**src/rtl/div_pkg.sv**
```systemverilog
package div_pkg;

  localparam int ADDR_W = 3;

  typedef enum logic [ADDR_W-1:0] {
    A_UDVD = 3'd0,
    A_UDVS = 3'd1,
    A_SDVD = 3'd2,
    A_SDVS = 3'd3,
    A_QUO  = 3'd4,
    A_REM  = 3'd5,
    A_STAT = 3'd6
  } div_addr_t;

  typedef enum logic [1:0] {
    S_IDLE = 2'd0,
    S_RUN  = 2'd1,
    S_FIX  = 2'd2
  } eng_state_t;

  typedef struct packed {
    logic op_wr;       // write to any operand alias
    logic dvd_sel;     // operand write targets the dividend
    logic signed_op;   // operand write came through a signed alias
    logic quo_wr;      // direct write of quotient
    logic rem_wr;      // direct write of remainder
    logic quo_rd;      // selected read of quotient
  } div_dec_t;

endpackage

```
**src/rtl/div_rst_sync.sv**
```systemverilog
module div_rst_sync (
  input  logic clk,
  input  logic rst_n,
  output logic rst_ns
);

  logic [1:0] sync_q;

  always_ff @(posedge clk or negedge rst_n) begin
    if (!rst_n) sync_q <= 2'b00;
    else        sync_q <= {sync_q[0], 1'b1};
  end

  assign rst_ns = sync_q[1];

endmodule

```
**src/rtl/div_decode.sv**
```systemverilog
module div_decode
  import div_pkg::*;
(
  input  logic              bus_sel,
  input  logic              bus_wr,
  input  logic [ADDR_W-1:0] bus_addr,
  output div_dec_t          dec
);

  logic wr_stb;
  logic rd_stb;

  always_comb begin
    wr_stb        = bus_sel & bus_wr;
    rd_stb        = bus_sel & ~bus_wr;
    dec           = '0;
    dec.dvd_sel   = (bus_addr == A_UDVD) | (bus_addr == A_SDVD);
    dec.signed_op = (bus_addr == A_SDVD) | (bus_addr == A_SDVS);
    dec.op_wr     = wr_stb & ((bus_addr == A_UDVD) | (bus_addr == A_UDVS) |
                              (bus_addr == A_SDVD) | (bus_addr == A_SDVS));
    dec.quo_wr    = wr_stb & (bus_addr == A_QUO);
    dec.rem_wr    = wr_stb & (bus_addr == A_REM);
    dec.quo_rd    = rd_stb & (bus_addr == A_QUO);
  end

endmodule

```
**src/rtl/div_engine.sv**
```systemverilog
module div_engine
  import div_pkg::*;
#(
  parameter int WIDTH = 32
) (
  input  logic             clk,
  input  logic             rst_ns,
  input  logic             start,
  input  logic             signed_mode,
  input  logic             abort,
  input  logic [WIDTH-1:0] dvd_in,
  input  logic [WIDTH-1:0] dvs_in,
  output logic             done,
  output logic [WIDTH-1:0] quo_res,
  output logic [WIDTH-1:0] rem_res
);

  localparam int CNT_W = (WIDTH > 2) ? $clog2(WIDTH) : 1;
  localparam logic [CNT_W-1:0] LAST = CNT_W'(WIDTH - 1);

  eng_state_t       st_q, st_n;
  logic [CNT_W-1:0] cnt_q, cnt_n;
  logic [WIDTH-1:0] acc_q, acc_n;   // dividend shifting out, quotient shifting in
  logic [WIDTH-1:0] par_q, par_n;   // partial remainder
  logic [WIDTH-1:0] dsr_q, dsr_n;   // divisor magnitude
  logic             negq_q, negq_n;
  logic             negr_q, negr_n;
  logic             en;

  logic [WIDTH:0]   shifted;
  logic [WIDTH+1:0] diff;
  logic             take;
  logic             dvd_neg;
  logic             dvs_neg;

  always_comb begin
    dvd_neg = signed_mode & dvd_in[WIDTH-1];
    dvs_neg = signed_mode & dvs_in[WIDTH-1];
    shifted = {par_q, acc_q[WIDTH-1]};
    diff    = {1'b0, shifted} - {2'b00, dsr_q};
    take    = ~diff[WIDTH+1];

    st_n   = st_q;
    cnt_n  = cnt_q;
    acc_n  = acc_q;
    par_n  = par_q;
    dsr_n  = dsr_q;
    negq_n = negq_q;
    negr_n = negr_q;
    en     = start | abort | (st_q != S_IDLE);

    if (start) begin
      st_n   = S_RUN;
      cnt_n  = '0;
      acc_n  = dvd_neg ? -dvd_in : dvd_in;
      par_n  = '0;
      dsr_n  = dvs_neg ? -dvs_in : dvs_in;
      negq_n = dvd_neg ^ dvs_neg;
      negr_n = dvd_neg;
    end else if (abort) begin
      st_n = S_IDLE;
    end else begin
      case (st_q)
        S_RUN: begin
          par_n = take ? diff[WIDTH-1:0] : shifted[WIDTH-1:0];
          acc_n = {acc_q[WIDTH-2:0], take};
          cnt_n = cnt_q + 1'b1;
          if (cnt_q == LAST) st_n = S_FIX;
        end
        S_FIX:   st_n = S_IDLE;
        default: st_n = S_IDLE;
      endcase
    end
  end

  always_ff @(posedge clk or negedge rst_ns) begin
    if (!rst_ns) begin
      st_q   <= S_IDLE;
      cnt_q  <= '0;
      acc_q  <= '0;
      par_q  <= '0;
      dsr_q  <= '0;
      negq_q <= 1'b0;
      negr_q <= 1'b0;
    end else if (en) begin
      st_q   <= st_n;
      cnt_q  <= cnt_n;
      acc_q  <= acc_n;
      par_q  <= par_n;
      dsr_q  <= dsr_n;
      negq_q <= negq_n;
      negr_q <= negr_n;
    end
  end

  assign done    = (st_q == S_FIX);
  assign quo_res = negq_q ? -acc_q : acc_q;
  assign rem_res = negr_q ? -par_q : par_q;

endmodule

```
**src/rtl/div_flags.sv**
```systemverilog
module div_flags (
  input  logic clk,
  input  logic rst_ns,
  input  logic op_wr,
  input  logic res_wr,
  input  logic commit,
  input  logic quo_rd,
  output logic ready,
  output logic dirty
);

  logic ready_n, dirty_n, en;

  always_comb begin
    ready_n = ready;
    dirty_n = dirty;
    en      = op_wr | res_wr | commit | quo_rd;
    if (res_wr)      ready_n = 1'b1;
    else if (op_wr)  ready_n = 1'b0;
    else if (commit) ready_n = 1'b1;
    if (op_wr | res_wr) dirty_n = 1'b1;
    else if (quo_rd)    dirty_n = 1'b0;
  end

  always_ff @(posedge clk or negedge rst_ns) begin
    if (!rst_ns) begin
      ready <= 1'b1;
      dirty <= 1'b0;
    end else if (en) begin
      ready <= ready_n;
      dirty <= dirty_n;
    end
  end

endmodule

```
**src/rtl/bus_divider.sv**
```systemverilog
module bus_divider
  import div_pkg::*;
#(
  parameter int WIDTH = 32
) (
  input  logic             clk,
  input  logic             rst_n,
  input  logic             bus_sel,
  input  logic             bus_wr,
  input  logic [2:0]       bus_addr,
  input  logic [WIDTH-1:0] bus_wdata,
  output logic [WIDTH-1:0] bus_rdata
);

  logic             rst_ns;
  div_dec_t         dec;
  logic [WIDTH-1:0] dvd_q, dvd_n, dvs_q, dvs_n;
  logic [WIDTH-1:0] quo_q, quo_n, rem_q, rem_n;
  logic [WIDTH-1:0] eng_quo, eng_rem;
  logic             eng_done, commit, res_wr;
  logic             ready_w, dirty_w;
  logic             opr_en, res_en;

  div_rst_sync u_rst (
    .clk    (clk),
    .rst_n  (rst_n),
    .rst_ns (rst_ns)
  );

  div_decode u_dec (
    .bus_sel  (bus_sel),
    .bus_wr   (bus_wr),
    .bus_addr (bus_addr),
    .dec      (dec)
  );

  // operand next values feed the engine on the same edge they are stored
  always_comb begin
    dvd_n  = (dec.op_wr &  dec.dvd_sel) ? bus_wdata : dvd_q;
    dvs_n  = (dec.op_wr & ~dec.dvd_sel) ? bus_wdata : dvs_q;
    opr_en = dec.op_wr;
  end

  always_ff @(posedge clk or negedge rst_ns) begin
    if (!rst_ns) begin
      dvd_q <= '0;
      dvs_q <= '0;
    end else if (opr_en) begin
      dvd_q <= dvd_n;
      dvs_q <= dvs_n;
    end
  end

  div_engine #(.WIDTH(WIDTH)) u_eng (
    .clk         (clk),
    .rst_ns      (rst_ns),
    .start       (dec.op_wr),
    .signed_mode (dec.signed_op),
    .abort       (res_wr),
    .dvd_in      (dvd_n),
    .dvs_in      (dvs_n),
    .done        (eng_done),
    .quo_res     (eng_quo),
    .rem_res     (eng_rem)
  );

  always_comb begin
    res_wr = dec.quo_wr | dec.rem_wr;
    commit = eng_done & ~res_wr & ~dec.op_wr;
    quo_n  = dec.quo_wr ? bus_wdata : eng_quo;
    rem_n  = dec.rem_wr ? bus_wdata : eng_rem;
    res_en = res_wr | commit;
  end

  always_ff @(posedge clk or negedge rst_ns) begin
    if (!rst_ns) begin
      quo_q <= '0;
      rem_q <= '0;
    end else if (res_en) begin
      if (dec.quo_wr | commit) quo_q <= quo_n;
      if (dec.rem_wr | commit) rem_q <= rem_n;
    end
  end

  div_flags u_flags (
    .clk    (clk),
    .rst_ns (rst_ns),
    .op_wr  (dec.op_wr),
    .res_wr (res_wr),
    .commit (commit),
    .quo_rd (dec.quo_rd),
    .ready  (ready_w),
    .dirty  (dirty_w)
  );

  always_comb begin
    case (bus_addr)
      A_UDVD, A_SDVD: bus_rdata = dvd_q;
      A_UDVS, A_SDVS: bus_rdata = dvs_q;
      A_QUO:          bus_rdata = quo_q;
      A_REM:          bus_rdata = rem_q;
      A_STAT:         bus_rdata = {{(WIDTH-2){1'b0}}, dirty_w, ready_w};
      default:        bus_rdata = '0;
    endcase
  end

endmodule

```
**config.mk**
```make
export PLATFORM = sky130hd
export DESIGN_NAME = bus_divider
export DESIGN_NICKNAME = d
export VERILOG_FILES = /design/src/rtl/div_pkg.sv /design/src/rtl/div_rst_sync.sv /design/src/rtl/div_decode.sv /design/src/rtl/div_engine.sv /design/src/rtl/div_flags.sv /design/src/rtl/bus_divider.sv
export SDC_FILE = /design/constraint.sdc
export NUM_CORES = 1
export LEC_CHECK = 0
export BUFFER_PORTS_ARGS = -buffer_cell sky130_fd_sc_hd__buf_2
export CAP_MARGIN = 0
export CORE_AREA = 2 2 226 228
export DETAILED_ROUTE_END_ITERATION = 8
export DIE_AREA = 0 0 228 230
export REMOVE_ABC_BUFFERS = 1
export SLEW_MARGIN = 10
export SYNTH_ARGS = -nofsm -noshare
export SYNTH_HDL_FRONTEND = slang
export SYNTH_SLANG_ARGS = --single-unit
```
**constraint.sdc**
```tcl
create_clock -name clk -period 12.9 [get_ports clk]
set_input_delay 1.935 -clock clk [delete_from_list [all_inputs] [get_ports clk]]
set_output_delay 1.935 -clock clk [all_outputs]
set_load 0.03 [all_outputs]
```
# After elaboration in Yosys (flattened, before gate mapping)
# Cells that the tools add are included.
# word_totals
input_bits	39
register_bits	237
wordCells	104
out_inout_bits	32
# classes
reduce_logical	14
n_eq_ne	11
addsub	6
n_bitwise	31
mux	28
# op_table
operator	n
32-bit two-way mux	15
32-bit case mux with 5 select lines	1
32-bit negation	4
33-bit by 32-bit subtractor with 34-bit output	1
5-bit two-way mux	3
1-bit bitwise OR	13
1-bit AND	12
2-bit AND reduction	6
3-bit equality test (second input constant)	3
2-bit two-way mux	4
3-bit by 2-bit equality test with 1-bit output (second input constant)	2
2-bit nonzero test	3
5-bit by 1-bit adder with 5-bit output (second input constant)	1
5-bit equality test (second input constant)	1
1-bit two-way mux	5
1-bit inverter	5
4-bit by 1-bit inequality test with 1-bit output (second input constant)	1
2-bit OR reduction	2
3-bit by 1-bit equality test with 1-bit output (second input constant)	1
3-bit logical NOT	1
3-bit AND reduction	1
3-bit nonzero test	1
2-bit by 1-bit equality test with 1-bit output (second input constant)	1
2-bit equality test (second input constant)	1
other kinds (2)	2

# Logic depth before layout (Yosys ltp)
# Gate-level depths: netlist (run 1).
# logic_depth
depth_word	10
ltp_mapped	12
ltp_nobuf	11

# Cells and area by module
# A second synthesis (run 1) with hierarchy kept.
# hier_totals
cells_unflattened	1659
area_unflattened_um2	16276.9
# modules_own_cells
mod	instances	seq_area_each_um2	cells_per_inst	area_each_um2
div_engine	1	2627.5	1103	8752.1
bus_divider	1	3203.1	537	7340.8
div_flags	1	51.3	7	75.1
div_decode	1	0.0	9	55.1
div_rst_sync	1	50.0	3	53.8

# Worst setup path after synthesis (run 1)
# No wires, ideal clock.
# synth_path
path_kind	input to output
start	input port bus_addr[2]
end	output port bus_rdata[13]
setup_slack_ns	7.467
path_buffers	2
path_stages	6
required_ns	10.965
t_arrival_ns	3.498
path_cell_list	clkbuf_1 -> inv_1 -> nor2_1 -> clkbuf_1 -> a22oi_1 -> a21oi_1
# synth_via
elab_chain_cells	3
# synth_lines
item	line_no	source
start, declared	bus_divider.sv:10	input logic [2:0] bus_addr,
3-bit by 2-bit equality test with 1-bit output, or another cell as far along	bus_divider.sv:97	case (bus_addr)
2-bit OR reduction	bus_divider.sv:97	
32-bit case mux with 5 select lines (*)	bus_divider.sv:97	
end, declared	bus_divider.sv:12	output logic [WIDTH-1:0] bus_rdata
# Every way passes the cells marked *; elsewhere a longest branch is shown, timed or not.

# Worst setup path after layout (run 1)
# layout_path
start	input port bus_addr[2]
end	output port bus_rdata[14]
# Same word-level chain as after synthesis.

==> impl_summary.md, run 1 <==
Finish
The area added between synthesis and finish is 11.78%. Summing all non-filler instances in the final layout gives an area of 16550 sq um. Of the cells placed in the final design, the portion with a size suffix greater than 1 is 0.1222.

The repair_antennas step left the layout with diodes totalling 0. After the flow finishes, the layout carries non-filler instances totaling 2317. After filler insertion, the fill cell instance count of the layout stands at 5163. The number of nets in the finished design is 1705.

Detailed routing
The residual DRC count is 0. The total length of routed met2 wires is 19.83 mm. The number of antenna-violating nets in the routed design is 0. The sum of routed wire length over all layers is 45.93 mm.

The number of DRC markers in iteration 0 is 1241. Wire segments on met3 add up to 3.539 mm in the final route. The routed length on met1 is 21.49 mm. The routed layout has 12860 vias. Signal routing reaches up to met4. The post-detailed-route wirelength per cell is 19.82 microns.

The total iterations of the first detailed-routing run is 6. The via density per instance is 5.549.

Floorplanning
71 I/O pins were placed. The initial utilization of the core area, before any placement, comes to 0.2970. The die height is 230 microns. The die covers 52440 sq um. The number of placement rows is 82. The horizontal die dimension is 228 microns. The area of the core is 49860 sq um.

Logic synthesis
The synthesized design contains 0 enable-type register cells. The mean area per synthesized cell is 9.228 sq um. The sequential share of the synthesized area is 0.4005. In this run the cell area of the synthesized design comes to 14810 sq um. In this run, synthesis produced a sequential element count of 237.

The most used flip-flop cell after synthesis is sky130_fd_sc_hd__dfrtp_1. The number of warnings reported in the yosys synthesis log is 0. After technology mapping, the gate count stands at 1605.

The distinct cell type count of the synthesized netlist is 80. Of all flip-flops after synthesis, the portion carrying an async set or reset was 1.000.

CTS
Counting along the longest clock path gives a buffer depth of 3. The setup fix buffers added after clock tree synthesis is 0. In this run the number of H-tree levels came out at 1. The number of clock sinks is 237. The TritonCTS buffer count is 25. The post-CTS clock slew at the launch and capture registers of the worst setup and hold paths is 60 ps. Buffers inserted to repair hold after CTS numbered 0.

The insertion delay of the later-clocked pin in the worst-skew pair is 540 ps. The root cell of the clock tree is sky130_fd_sc_hd__clkbuf_16. TritonCTS built the clock tree. The quantity of gates resized following cts is 0.

Place
The number of port buffers is 70. The number of placed instances, taps included is 2272. The placer's final routability congestion estimate is 0.9105. The placed instances occupy a cell area of 15760 sq um.

The HPWL reported at the end of detailed placement is 32.98 mm.

Power
Of the total power, registers draw 0.341. Summed over all cells, the static leakage comes to 0.007204 uW. The worst-case IR drop observed on VDD is 0.1129 mV. The combinational group share of total power is 0.452. The switching component of the power is 1483 uW. The share of total power dissipated in the clock network is 0.207. In this run the power density over the cells is 211.5 nW/um^2. The share of total power consumed by net switching is 0.4236.

The cell-internal power is 2018 uW.

Setup path
The critical path is of the input pin to output pin type. On the critical path, the stage with the largest delay is an instance of sky130_fd_sc_hd__buf_4. Traced cell by cell, the critical path runs through buf_2, inv_2, buf_4, nor2_4, buf_4, a221oi_1, a21oi_1, buf_2. The critical path's top delay family is buffers and inverters. The biggest cell delay along the critical path is 550 ps. Data on the critical path arrives at its endpoint at 4220 ps. STA classifies the critical path endpoint as an output pin. The biggest fanout along the worst timing path is 66. The element type at the critical path start is an input pin. The total buffers and inverters traversed by the critical path is 5.

For the worst setup path, the data required time is 10970 ps.

Timing
The final critical delay including setup and external delays is 6155 ps. The final setup skew is 13.25 ps. At the pin with the least slew margin, the transition time is 1052 ps.

The number of hold violations in the final report is 0. The max-slew violation count is 0. The worst relative slew slack is 0.2988.

In the finished design, the share of the clock period the worst path needs comes to 0.4771. The number of setup violations in the final report is 0. Static timing analysis puts the maximum clock frequency at 162.5 MHz. The post-route setup TNS is 0 ps. Setup repair after global routing left no endpoint under its margin.

The tightest hold path in the finished design has a slack of 278.2 ps.

Global routing
The wire length of the first global-routing pass is 72.58 mm. The number of antenna violations at the first check in global routing is 1. The aggregate global-route resource usage is 0.1718. The final global-route overflow total is 0. The largest net degree at the start of global routing is 82. The number of global-route vias before repair is 12430.

Flow run
The tool flagged a number of max-cap violations equal to 0.

Min path
The type of the most critical hold path is register to async pin.

Outcome
The run finished with clean final reports.
## kinds of logic (layout without fill, tap and decap cells)
group,count (synthesis),count (layout),share of synthesized area
compound gates,568,568,0.2469
simple gates,339,339,0.1140
fa+ha+maj,39,39,0.03345
other cells,1,1,0.0002532
xor+xnor,145,145,0.08575
mux,92,92,0.06750
buf+inv,184,224,0.05162
flops,237,237,0.4005
## layout by cell type, fill, tap and decap left out, drive strengths merged, types with 13 or more instances in the layout
cell type,Yosys,final
a21o,25,25
a21oi,90,90
a221oi,31,31
a22oi,119,119
a31oi,16,16
buf,14,91
clkbuf,82,32
dfrtp,236,236
ha,38,38
inv,88,88
mux2,21,21
mux2i,71,71
nand2,140,140
nand2b,13,13
nand3,13,13
nor2,73,73
nor3,20,20
o21ai,202,202
o31ai,21,21
xnor2,79,79
xor2,66,66
## flip-flops by register name, summed over array words and instances, names as in the netlist
signal / count
u_eng.cnt_q: 5
u_eng.par_q: 32
rem_q: 32
u_eng.dsr_q: 32
u_eng.acc_q: 32
u_eng.negq_q: 1
dvd_q: 32
quo_q: 32
u_eng.st_q: 2
u_flags.ready: 1
u_flags.dirty: 1
u_rst.sync_q: 2
u_eng.negr_q: 1
dvs_q: 32
## stage by stage
stage	utilization	setup slack, ps	power, uW
2_1_floorplan	-	5530	2336
3_3_place_gp	0.3161	7005	2739
3_5_place_dp	0.3161	6871	2768
4_1_cts	0.3320	6860	3502
5_1_grt	0.3320	6677	3755
6_report	0.3320	6745	3501
## cell usage after synthesis, types with 4 or more instances
cell                          n  area [sq um]
sky130_fd_sc_hd__a21o_1      25         187.7
sky130_fd_sc_hd__a21oi_1     89         445.4
sky130_fd_sc_hd__a221o_1      4         40.04
sky130_fd_sc_hd__a221oi_1    31         271.5
sky130_fd_sc_hd__a22o_1       4         35.03
sky130_fd_sc_hd__a22oi_1    119         893.4
sky130_fd_sc_hd__a31oi_1     16         100.1
sky130_fd_sc_hd__a41oi_1      4         35.03
sky130_fd_sc_hd__and2_1       6         37.54
sky130_fd_sc_hd__and3_1      12         75.07
sky130_fd_sc_hd__buf_2        4         20.02
sky130_fd_sc_hd__buf_4        4         30.03
sky130_fd_sc_hd__buf_6        4         45.04
sky130_fd_sc_hd__clkbuf_1    81         304.0
sky130_fd_sc_hd__dfrtp_1    236          5906
sky130_fd_sc_hd__ha_1        38         475.5
sky130_fd_sc_hd__inv_1       88         330.3
sky130_fd_sc_hd__mux2_2      14         157.7
sky130_fd_sc_hd__mux2_4       6         90.09
sky130_fd_sc_hd__mux2i_1     63         630.6
sky130_fd_sc_hd__mux2i_2      8         110.1
sky130_fd_sc_hd__nand2_1    139         521.8
sky130_fd_sc_hd__nand2b_1    13         81.33
sky130_fd_sc_hd__nand3_1     11         55.05
sky130_fd_sc_hd__nand4_1      9         56.30
sky130_fd_sc_hd__nand4b_1     4         35.03
sky130_fd_sc_hd__nor2_1      70         262.8
sky130_fd_sc_hd__nor2b_1      9         56.30
sky130_fd_sc_hd__nor3_1      18         90.09
sky130_fd_sc_hd__o2111ai_1    4         35.03
sky130_fd_sc_hd__o211ai_1     6         45.04
sky130_fd_sc_hd__o21a_1       4         30.03
sky130_fd_sc_hd__o21ai_0    187         935.9
sky130_fd_sc_hd__o21ai_1     15         75.07
sky130_fd_sc_hd__o2bb2a_1     7         70.07
sky130_fd_sc_hd__o31ai_1     19         142.6
sky130_fd_sc_hd__o41ai_1      7         61.31
sky130_fd_sc_hd__or2_2        7         43.79
sky130_fd_sc_hd__or3_1       12         75.07
sky130_fd_sc_hd__xnor2_1     79         691.9
sky130_fd_sc_hd__xor2_1      66         578.1
## final cells by class
type	count	area (sq um)	area share
Clock inverter	13	101.3	0.006122
Tap cell	672	840.8	0.05079
Timing Repair Buffer	91	508.0	0.03069
Inverter	88	330.3	0.01995
Sequential cell	237	5936	0.3586
Clock buffer	32	691.9	0.04180
Multi-Input combinational cell	1184	8147	0.4921
## path summary, 6_finish.rpt
path                                 start         endpoint  slack (ps)  cells past startpoint
setup reg to reg           u_eng.par_q[10]  u_eng.par_q[28]        9370                     10
min in group clk           u_rst.sync_q[0]  u_rst.sync_q[1]         360                      0
hold / removal             u_rst.sync_q[1]         quo_q[6]         280                      0
hold reg to reg            u_rst.sync_q[1]         quo_q[6]         280                      0
max in group asynchronous  u_rst.sync_q[1]        quo_q[22]       10460                      2
setup / recovery               bus_addr[2]    bus_rdata[14]        6750                      8
## power groups by stage
stage / sequential [uW] / combinational [uW] / clock, uW
2_1_floorplan: 1130 / 1210 / 0
4_1_cts: 1190 / 1580 / 735
5_1_grt: 1220 / 1770 / 766
3_3_place_gp: 1200 / 1540 / 0
3_5_place_dp: 1200 / 1570 / 0
6_report: 1190 / 1580 / 723
## routing by layer
layer  GRT usage  vias up
met3     0.03398       75
met4     0.04167        0
li1            -     5868
met1      0.2508     6382
met2      0.2595      531
met5           0        -
Note: power is estimated with default switching activity, not from simulation.
==> run 2, diff against run 1 <==
clock period = 6.1 ns   (was 12.9 ns; I/O delays follow)
==> impl_summary.md, run 2 (synthesis results as in run 1) <==
Finish
The count of filler cells inserted in the layout is 5189 (was 5163). Most frequent cells in the layout: sky130_fd_sc_hd__dfrtp_1 (235), sky130_fd_sc_hd__o21ai_0 (187), sky130_fd_sc_hd__nand2_1 (138) (unchanged). The most common cell after layout, fill and taps aside is sky130_fd_sc_hd__dfrtp_1 (unchanged). The number of nets in the finished design is 1705 (unchanged).

The final core utilization came to 0.3335 (was 0.3320). The area added between synthesis and finish is 12.29% (was 11.78%). The share of post-route cells with drive strength above 1 came to 0.1185 (was 0.1222).

CTS
The TritonCTS clock tree is done (unchanged). The post-CTS clock slew at the launch and capture registers of the worst setup and hold paths is 60 ps (about the same). The maximum buffer depth of the clock tree is 3 (unchanged).

The number of clock sinks is 237 (unchanged). The quantity of gates resized following cts is 0 (unchanged). The root cell of the clock tree is sky130_fd_sc_hd__clkbuf_16 (unchanged).

The setup fix buffers added after clock tree synthesis is 0 (unchanged). The depth of the CTS H-tree is 1 (unchanged). The insertion delay of the later-clocked pin in the worst-skew pair was 540 ps (about the same).

The number of hold-repair buffers added at the cts stage is 0 (unchanged). The TritonCTS buffer count is 26 (was 25).

Timing
The worst relative slew slack came to 0.2823 (was 0.2988). Based on the critical path, the design can be clocked at up to 249.9 MHz. The part of the cycle the worst path needs is 0.6560. The slew of the pin with the lowest slew margin is 1077 ps (was 1052 ps). The number of hold violations in the final report is 0 (unchanged). Setup repair after global routing missed its margin: false (unchanged). The post-route setup TNS is 0 ps (unchanged). The final setup skew is 9.617 ps (was 13.25 ps). The final critical delay including setup and external delays is 4002 ps. The max-slew violation count is 0 (unchanged).

The number of setup violations in the final report is 0 (unchanged).

Setup path
The critical path data arrival time is 3090 ps (was 4220 ps). The destination of the critical timing path is bus_rdata[20] (was bus_rdata[14]). The data required time of the critical path was 5180 ps (was 10970 ps).

The count of cells along the worst register-to-register path came to 10 (unchanged). The setup slack of the worst register-to-register path is 2470 ps (was 9370 ps). The path type of the worst setup path is input pin to output pin (unchanged). The endpoint class of the critical path is an output pin (unchanged).

The startpoint of the worst-slack reg-to-reg timing path is u_eng.par_q[9] (was u_eng.par_q[10]). The element type at the critical path start is an input pin (unchanged). The biggest fanout along the worst timing path is 39 (was 66). The launch point of the worst path is bus_addr[2] (unchanged). The end of the worst register-to-register path is u_eng.par_q[28] (unchanged).

Floorplanning
The I/O pin total is 71 (unchanged). The area of the core came to 49860 sq um (unchanged). The die outline area was 52440 sq um (unchanged). The horizontal die dimension is 228 microns (unchanged). The starting density of the core was 0.2970 (unchanged).

The number of placement rows is 82 (unchanged). The die height is 230 microns (unchanged).

Power
The power density normalized to cell area came to 450.3 nW/um^2 (was 211.5 nW/um^2). The worst vdd rail ir drop came to 0.1959 mV (was 0.1129 mV). The leakage power of the design came to 0.007231 uW (was 0.007204 uW).

Min path
The type of the most critical hold path is input pin to async pin (was register to async pin).

Detailed routing
The via density per instance is 5.508 (was 5.549). The number of antenna-violating nets in the routed design is 0 (unchanged). The post-detailed-route wirelength per cell is 19.41 microns (was 19.82 microns). The number of vias in the routed layout is 12780 (was 12860). The residual DRC count is 0 (unchanged). The sum of routed wire length over all layers is 45.03 mm (was 45.93 mm).

The total iterations of the first detailed-routing run is 6 (unchanged). The number of DRC markers in iteration 0 is 1315 (was 1241).

Global routing
The final global-route overflow total came to 0 (unchanged). The largest net degree at the start of global routing came to 175 (was 82). The number of antenna violations at the first check in global routing is 6 (was 1). The wire length of the first global-routing pass was 70.56 mm (was 72.58 mm). The number of global-route vias before repair came to 12460 (was 12430). The aggregate global-route resource usage is 0.1679 (was 0.1718).

Place
The placer's final routability congestion estimate is 0.9174 (was 0.9105). The number of port buffers came to 70 (unchanged). The HPWL reported at the end of detailed placement is 32.25 mm (was 32.98 mm).

Outcome
Status: finished clean (unchanged).

Flow run
The count of maximum capacitance violations is 0 (unchanged).
run 2: cell types whose count changed in the layout (fill, tap and decap cells not counted):
cell | previous run | this run
sky130_fd_sc_hd__diode_2 | 0 | 2
sky130_fd_sc_hd__clkinv_2 | 8 | 2
sky130_fd_sc_hd__clkbuf_16 | 25 | 27
sky130_fd_sc_hd__clkinv_4 | 1 | 0
sky130_fd_sc_hd__buf_4 | 21 | 19
sky130_fd_sc_hd__clkinvlp_4 | 3 | 1
sky130_fd_sc_hd__clkbuf_1 | 3 | 10
sky130_fd_sc_hd__clkbuf_8 | 4 | 5
sky130_fd_sc_hd__bufinv_16 | 1 | 2
sky130_fd_sc_hd__buf_12 | 0 | 1
run 2: per-layer routing:
layer  vias to the layer above  GRT usage  part of all wire
li1                       5879          -                 -
met1                      6305     0.2347              0.45
met2                       496     0.2503              0.43
met3                        90    0.05270             0.094
met4                         8    0.04289             0.027
met5                         -          0            0.0010
run 2: worst min-delay path by stage:
| stage | to | slack [ps] | startpoint | depth (start not counted) |
|---|---|---|---|---|
| finish | u_rst.sync_q[1] | 150 | rst_n | 1 |
| global route | u_rst.sync_q[1] | 130 | rst_n | 1 |
| CTS | u_rst.sync_q[1] | 130 | rst_n | 1 |
| detailed placement | u_rst.sync_q[1] | 340 | u_rst.sync_q[0] | 0 |
| global placement | u_rst.sync_q[1] | 340 | u_rst.sync_q[0] | 0 |
| floorplan | u_rst.sync_q[1] | 330 | u_rst.sync_q[0] | 0 |
run 2: metrics by stage:
stage / cell area [sq um] / setup WS (ps) / total power [uW] / cells / hold slack, ps
after global routing: 16630 / 2025 / 8033 / 2318 / 129.7
after detailed placement: 15770 / 1928 / 5851 / 2271 / 342.8
final: 16630 / 2098 / 7489 / 2320 / 147.3
after CTS: 16630 / 2196 / 7497 / 2318 / 130.4
after floorplan: 14380 / -992.0 / 4941 / 1509 / 331.2
after global placement: 15770 / 1983 / 5782 / 2271 / 343.4
run 2: final cells by class:
| type | instances | area, sq um | area share |
|---|---|---|---|
| Multi-Input combinational cell | 1184 | 8147 | 0.4898 |
| Sequential cell | 237 | 5936 | 0.3569 |
| Timing Repair Buffer | 90 | 513.0 | 0.03085 |
| Tap cell | 672 | 840.8 | 0.05056 |
| Clock inverter | 5 | 77.57 | 0.004664 |
| Clock buffer | 42 | 782.0 | 0.04702 |
| Antenna cell | 2 | 5.005 | 0.0003009 |
| Inverter | 88 | 330.3 | 0.01986 |
run 2: critical path: stages:
cell and delay, ps:
sky130_fd_sc_hd__buf_2 220, sky130_fd_sc_hd__inv_2 80, sky130_fd_sc_hd__nor2_4 820, sky130_fd_sc_hd__buf_4 420, sky130_fd_sc_hd__a22oi_1 130, sky130_fd_sc_hd__a21oi_1 240
sky130_fd_sc_hd__buf_2 230
run 2: where the power goes:
part | internal (uW) | switching [uW]
registers | 2010 | 494
clock network | 957 | 665
logic | 1420 | 1950
==> run 3, diff against run 2 <==
clock period = 3.5 ns   (was 6.1 ns; I/O delays follow)
==> impl_summary.md, run 3 (synthesis results as in run 1) <==
Global routing
The wire length of the first global-routing pass came to 72.34 mm (was 70.56 mm). The aggregate global-route resource usage is 0.1723 (was 0.1679). The largest net degree at the start of global routing is 68 (was 175). The number of global-route vias before repair is 12560 (was 12460). The final global-route overflow total was 0 (unchanged). The number of antenna violations at the first check in global routing is 4 (was 6).

Timing
Derived from the worst setup path, the maximum achievable clock frequency is 306.8 MHz. The number of setup violations in the final report is 0 (unchanged). The worst relative slew slack was 0.2977 (was 0.2823).

The final critical delay including setup and external delays is 3259 ps. The final setup skew came to 16.31 ps (was 9.617 ps). The worst-case setup margin in the final layout is 240.7 ps (was 2098 ps). The post-route setup TNS is 0 ps (unchanged). The part of the cycle the worst path needs is 0.9312.

The max-slew violation count came to 0 (unchanged). The number of hold violations in the final report was 0 (unchanged). Setup repair after global routing missed its margin: false (unchanged). The slew of the pin with the lowest slew margin is 1050 ps (was 1077 ps).

Detailed routing
The total iterations of the first detailed-routing run is 5 (was 6). The number of DRC markers in iteration 0 was 1282 (was 1315). The via density per instance is 5.494 (was 5.508). The number of antenna-violating nets in the routed design is 0 (unchanged). The number of vias in the routed layout is 12960 (was 12780). The residual DRC count came to 0 (unchanged). The sum of routed wire length over all layers is 45.80 mm (was 45.03 mm). The post-detailed-route wirelength per cell came to 19.42 microns (was 19.41 microns).

Place
The total cell area at the placement stage came to 16170 sq um (was 15770 sq um). The number of port buffers came to 70 (unchanged). The number of placed instances, taps included was 2315 (was 2271). The placer's final routability congestion estimate is 0.9227 (was 0.9174).

The pre-CTS setup slack is 153.4 ps (was 1928 ps). The HPWL reported at the end of detailed placement is 33.41 mm (was 32.25 mm).

Finish
The area added between synthesis and finish is 14.78% (was 12.29%). The most common cell after layout, fill and taps aside is sky130_fd_sc_hd__dfrtp_1 (unchanged). Most frequent cells in the layout: sky130_fd_sc_hd__dfrtp_1 (235), sky130_fd_sc_hd__o21ai_0 (187), sky130_fd_sc_hd__nand2_1 (138) (unchanged). The number of nets in the finished design is 1749 (was 1705). The final instance area is 17000 sq um (was 16630 sq um).

The count of filler cells inserted in the layout was 5207 (was 5189). The share of post-route cells with drive strength above 1 is 0.1412 (was 0.1185). The number of standard cells in the final layout excluding fillers came to 2359 (was 2320).

Setup path
The data required time of the critical path is 3920 ps (was 5180 ps). The critical path data arrival time was 3680 ps (was 3090 ps). The endpoint class of the critical path is a register (was output pin).

The path type of the worst setup path is register to register (was input pin to output pin). The element type at the critical path start was a register (was input pin). The biggest fanout along the worst timing path came to 3 (was 39).

Flow run
The count of maximum capacitance violations is 0 (unchanged).

CTS
The insertion delay of the later-clocked pin in the worst-skew pair was 540 ps (about the same). The maximum buffer depth of the clock tree is 3 (unchanged). The root cell of the clock tree is sky130_fd_sc_hd__clkbuf_16 (unchanged). The depth of the CTS H-tree came to 1 (unchanged). The TritonCTS clock tree is done (unchanged). The TritonCTS buffer count is 25 (was 26).

The number of clock sinks came to 237 (unchanged). The post-CTS clock slew at the launch and capture registers of the worst setup and hold paths is 60 ps (about the same).

Floorplanning
The starting density of the core is 0.2970 (unchanged). The horizontal die dimension is 228 microns (unchanged). The I/O pin total was 71 (unchanged). The die outline area is 52440 sq um (unchanged). The area of the core is 49860 sq um (unchanged). The number of placement rows was 82 (unchanged). The die height is 230 microns (unchanged).

Min path
The type of the most critical hold path is input pin to async pin (unchanged).

Power
The power density normalized to cell area is 774.7 nW/um^2 (was 450.3 nW/um^2). The leakage power of the design is 0.007449 uW (was 0.007231 uW). The worst vdd rail ir drop is 0.3475 mV (was 0.1959 mV).

Outcome
Status: finished clean (unchanged).
[run 3: cell count changes in the layout (fill, tap and decap cells not counted), sizes merged]
cell and delta:
buf +44, clkbuf -6, clkinv +2, clkinvlp -1
diode -1, dlygate4sd3 +1
[run 3: worst paths after layout]
kind / start / cells after the start / slack, ps / to
worst max-delay path: u_eng.acc_q[31] / 11 / 240 / u_eng.par_q[28]
worst min-delay path: rst_n / 2 / 290 / u_rst.sync_q[1]
worst max register to register: u_eng.acc_q[31] / 11 / 240 / u_eng.par_q[28]
worst min register to register: u_rst.sync_q[0] / 0 / 350 / u_rst.sync_q[1]
max in group asynchronous: u_rst.sync_q[1] / 1 / 2010 / u_eng.par_q[25]
min in group clk: bus_wdata[5] / 3 / 330 / quo_q[5]
[run 3: area by class of cell]
class,instances,area (sq um),share of cell area
Tap cell,672,840.8,0.04946
Clock inverter,6,83.83,0.004931
Sequential cell,237,5936,0.3492
Multi-Input combinational cell,1184,8172,0.4807
Timing Repair Buffer,135,928.4,0.05461
Antenna cell,1,2.502,0.0001472
Clock buffer,36,706.9,0.04158
Inverter,88,330.3,0.01943
[run 3: worst max-delay path: stages (launching register included)]
cell	delay (ps)
sky130_fd_sc_hd__dfrtp_1	450
sky130_fd_sc_hd__inv_1	190
sky130_fd_sc_hd__ha_1	250
sky130_fd_sc_hd__fa_1	400
sky130_fd_sc_hd__nand2b_1	180
sky130_fd_sc_hd__a21o_1	210
sky130_fd_sc_hd__a211o_1	340
sky130_fd_sc_hd__a21oi_1	360
sky130_fd_sc_hd__o2111ai_1	210
sky130_fd_sc_hd__a21boi_0	190
sky130_fd_sc_hd__o21ai_0	110
sky130_fd_sc_hd__a32o_1	270
[run 3: through the flow]
step,hold WS (ps),total power (uW),utilization
after floorplan,229.4,8611,-
after global placement,311.7,10290,0.3243
after detailed placement,313.0,10420,0.3243
after CTS,265.1,13150,0.3404
after global routing,292.8,14140,0.3409
final,290.2,13170,0.3409
[run 3: timing repair]
action                                  CTS  global route
setup buffers                             0             0
gates resized for setup                   0             3
endpoints found under the hold margin     2             0
hold buffers                              1             0
endpoints found under the setup margin    0            28
[run 3: where the power goes]
group	internal, uW	switching, uW
clock network	1540	1140
logic	2660	3500
registers	3500	830
[run 3: metal layers]
layer | vias to the layer above | wire, microns | GRT usage
li1 | 5966 | - | -
met1 | 6441 | 20860 | 0.2456
met2 | 480 | 20060 | 0.2609
met3 | 68 | 3839 | 0.04216
met4 | 6 | 1001 | 0.04248
met5 | - | 42 | 0
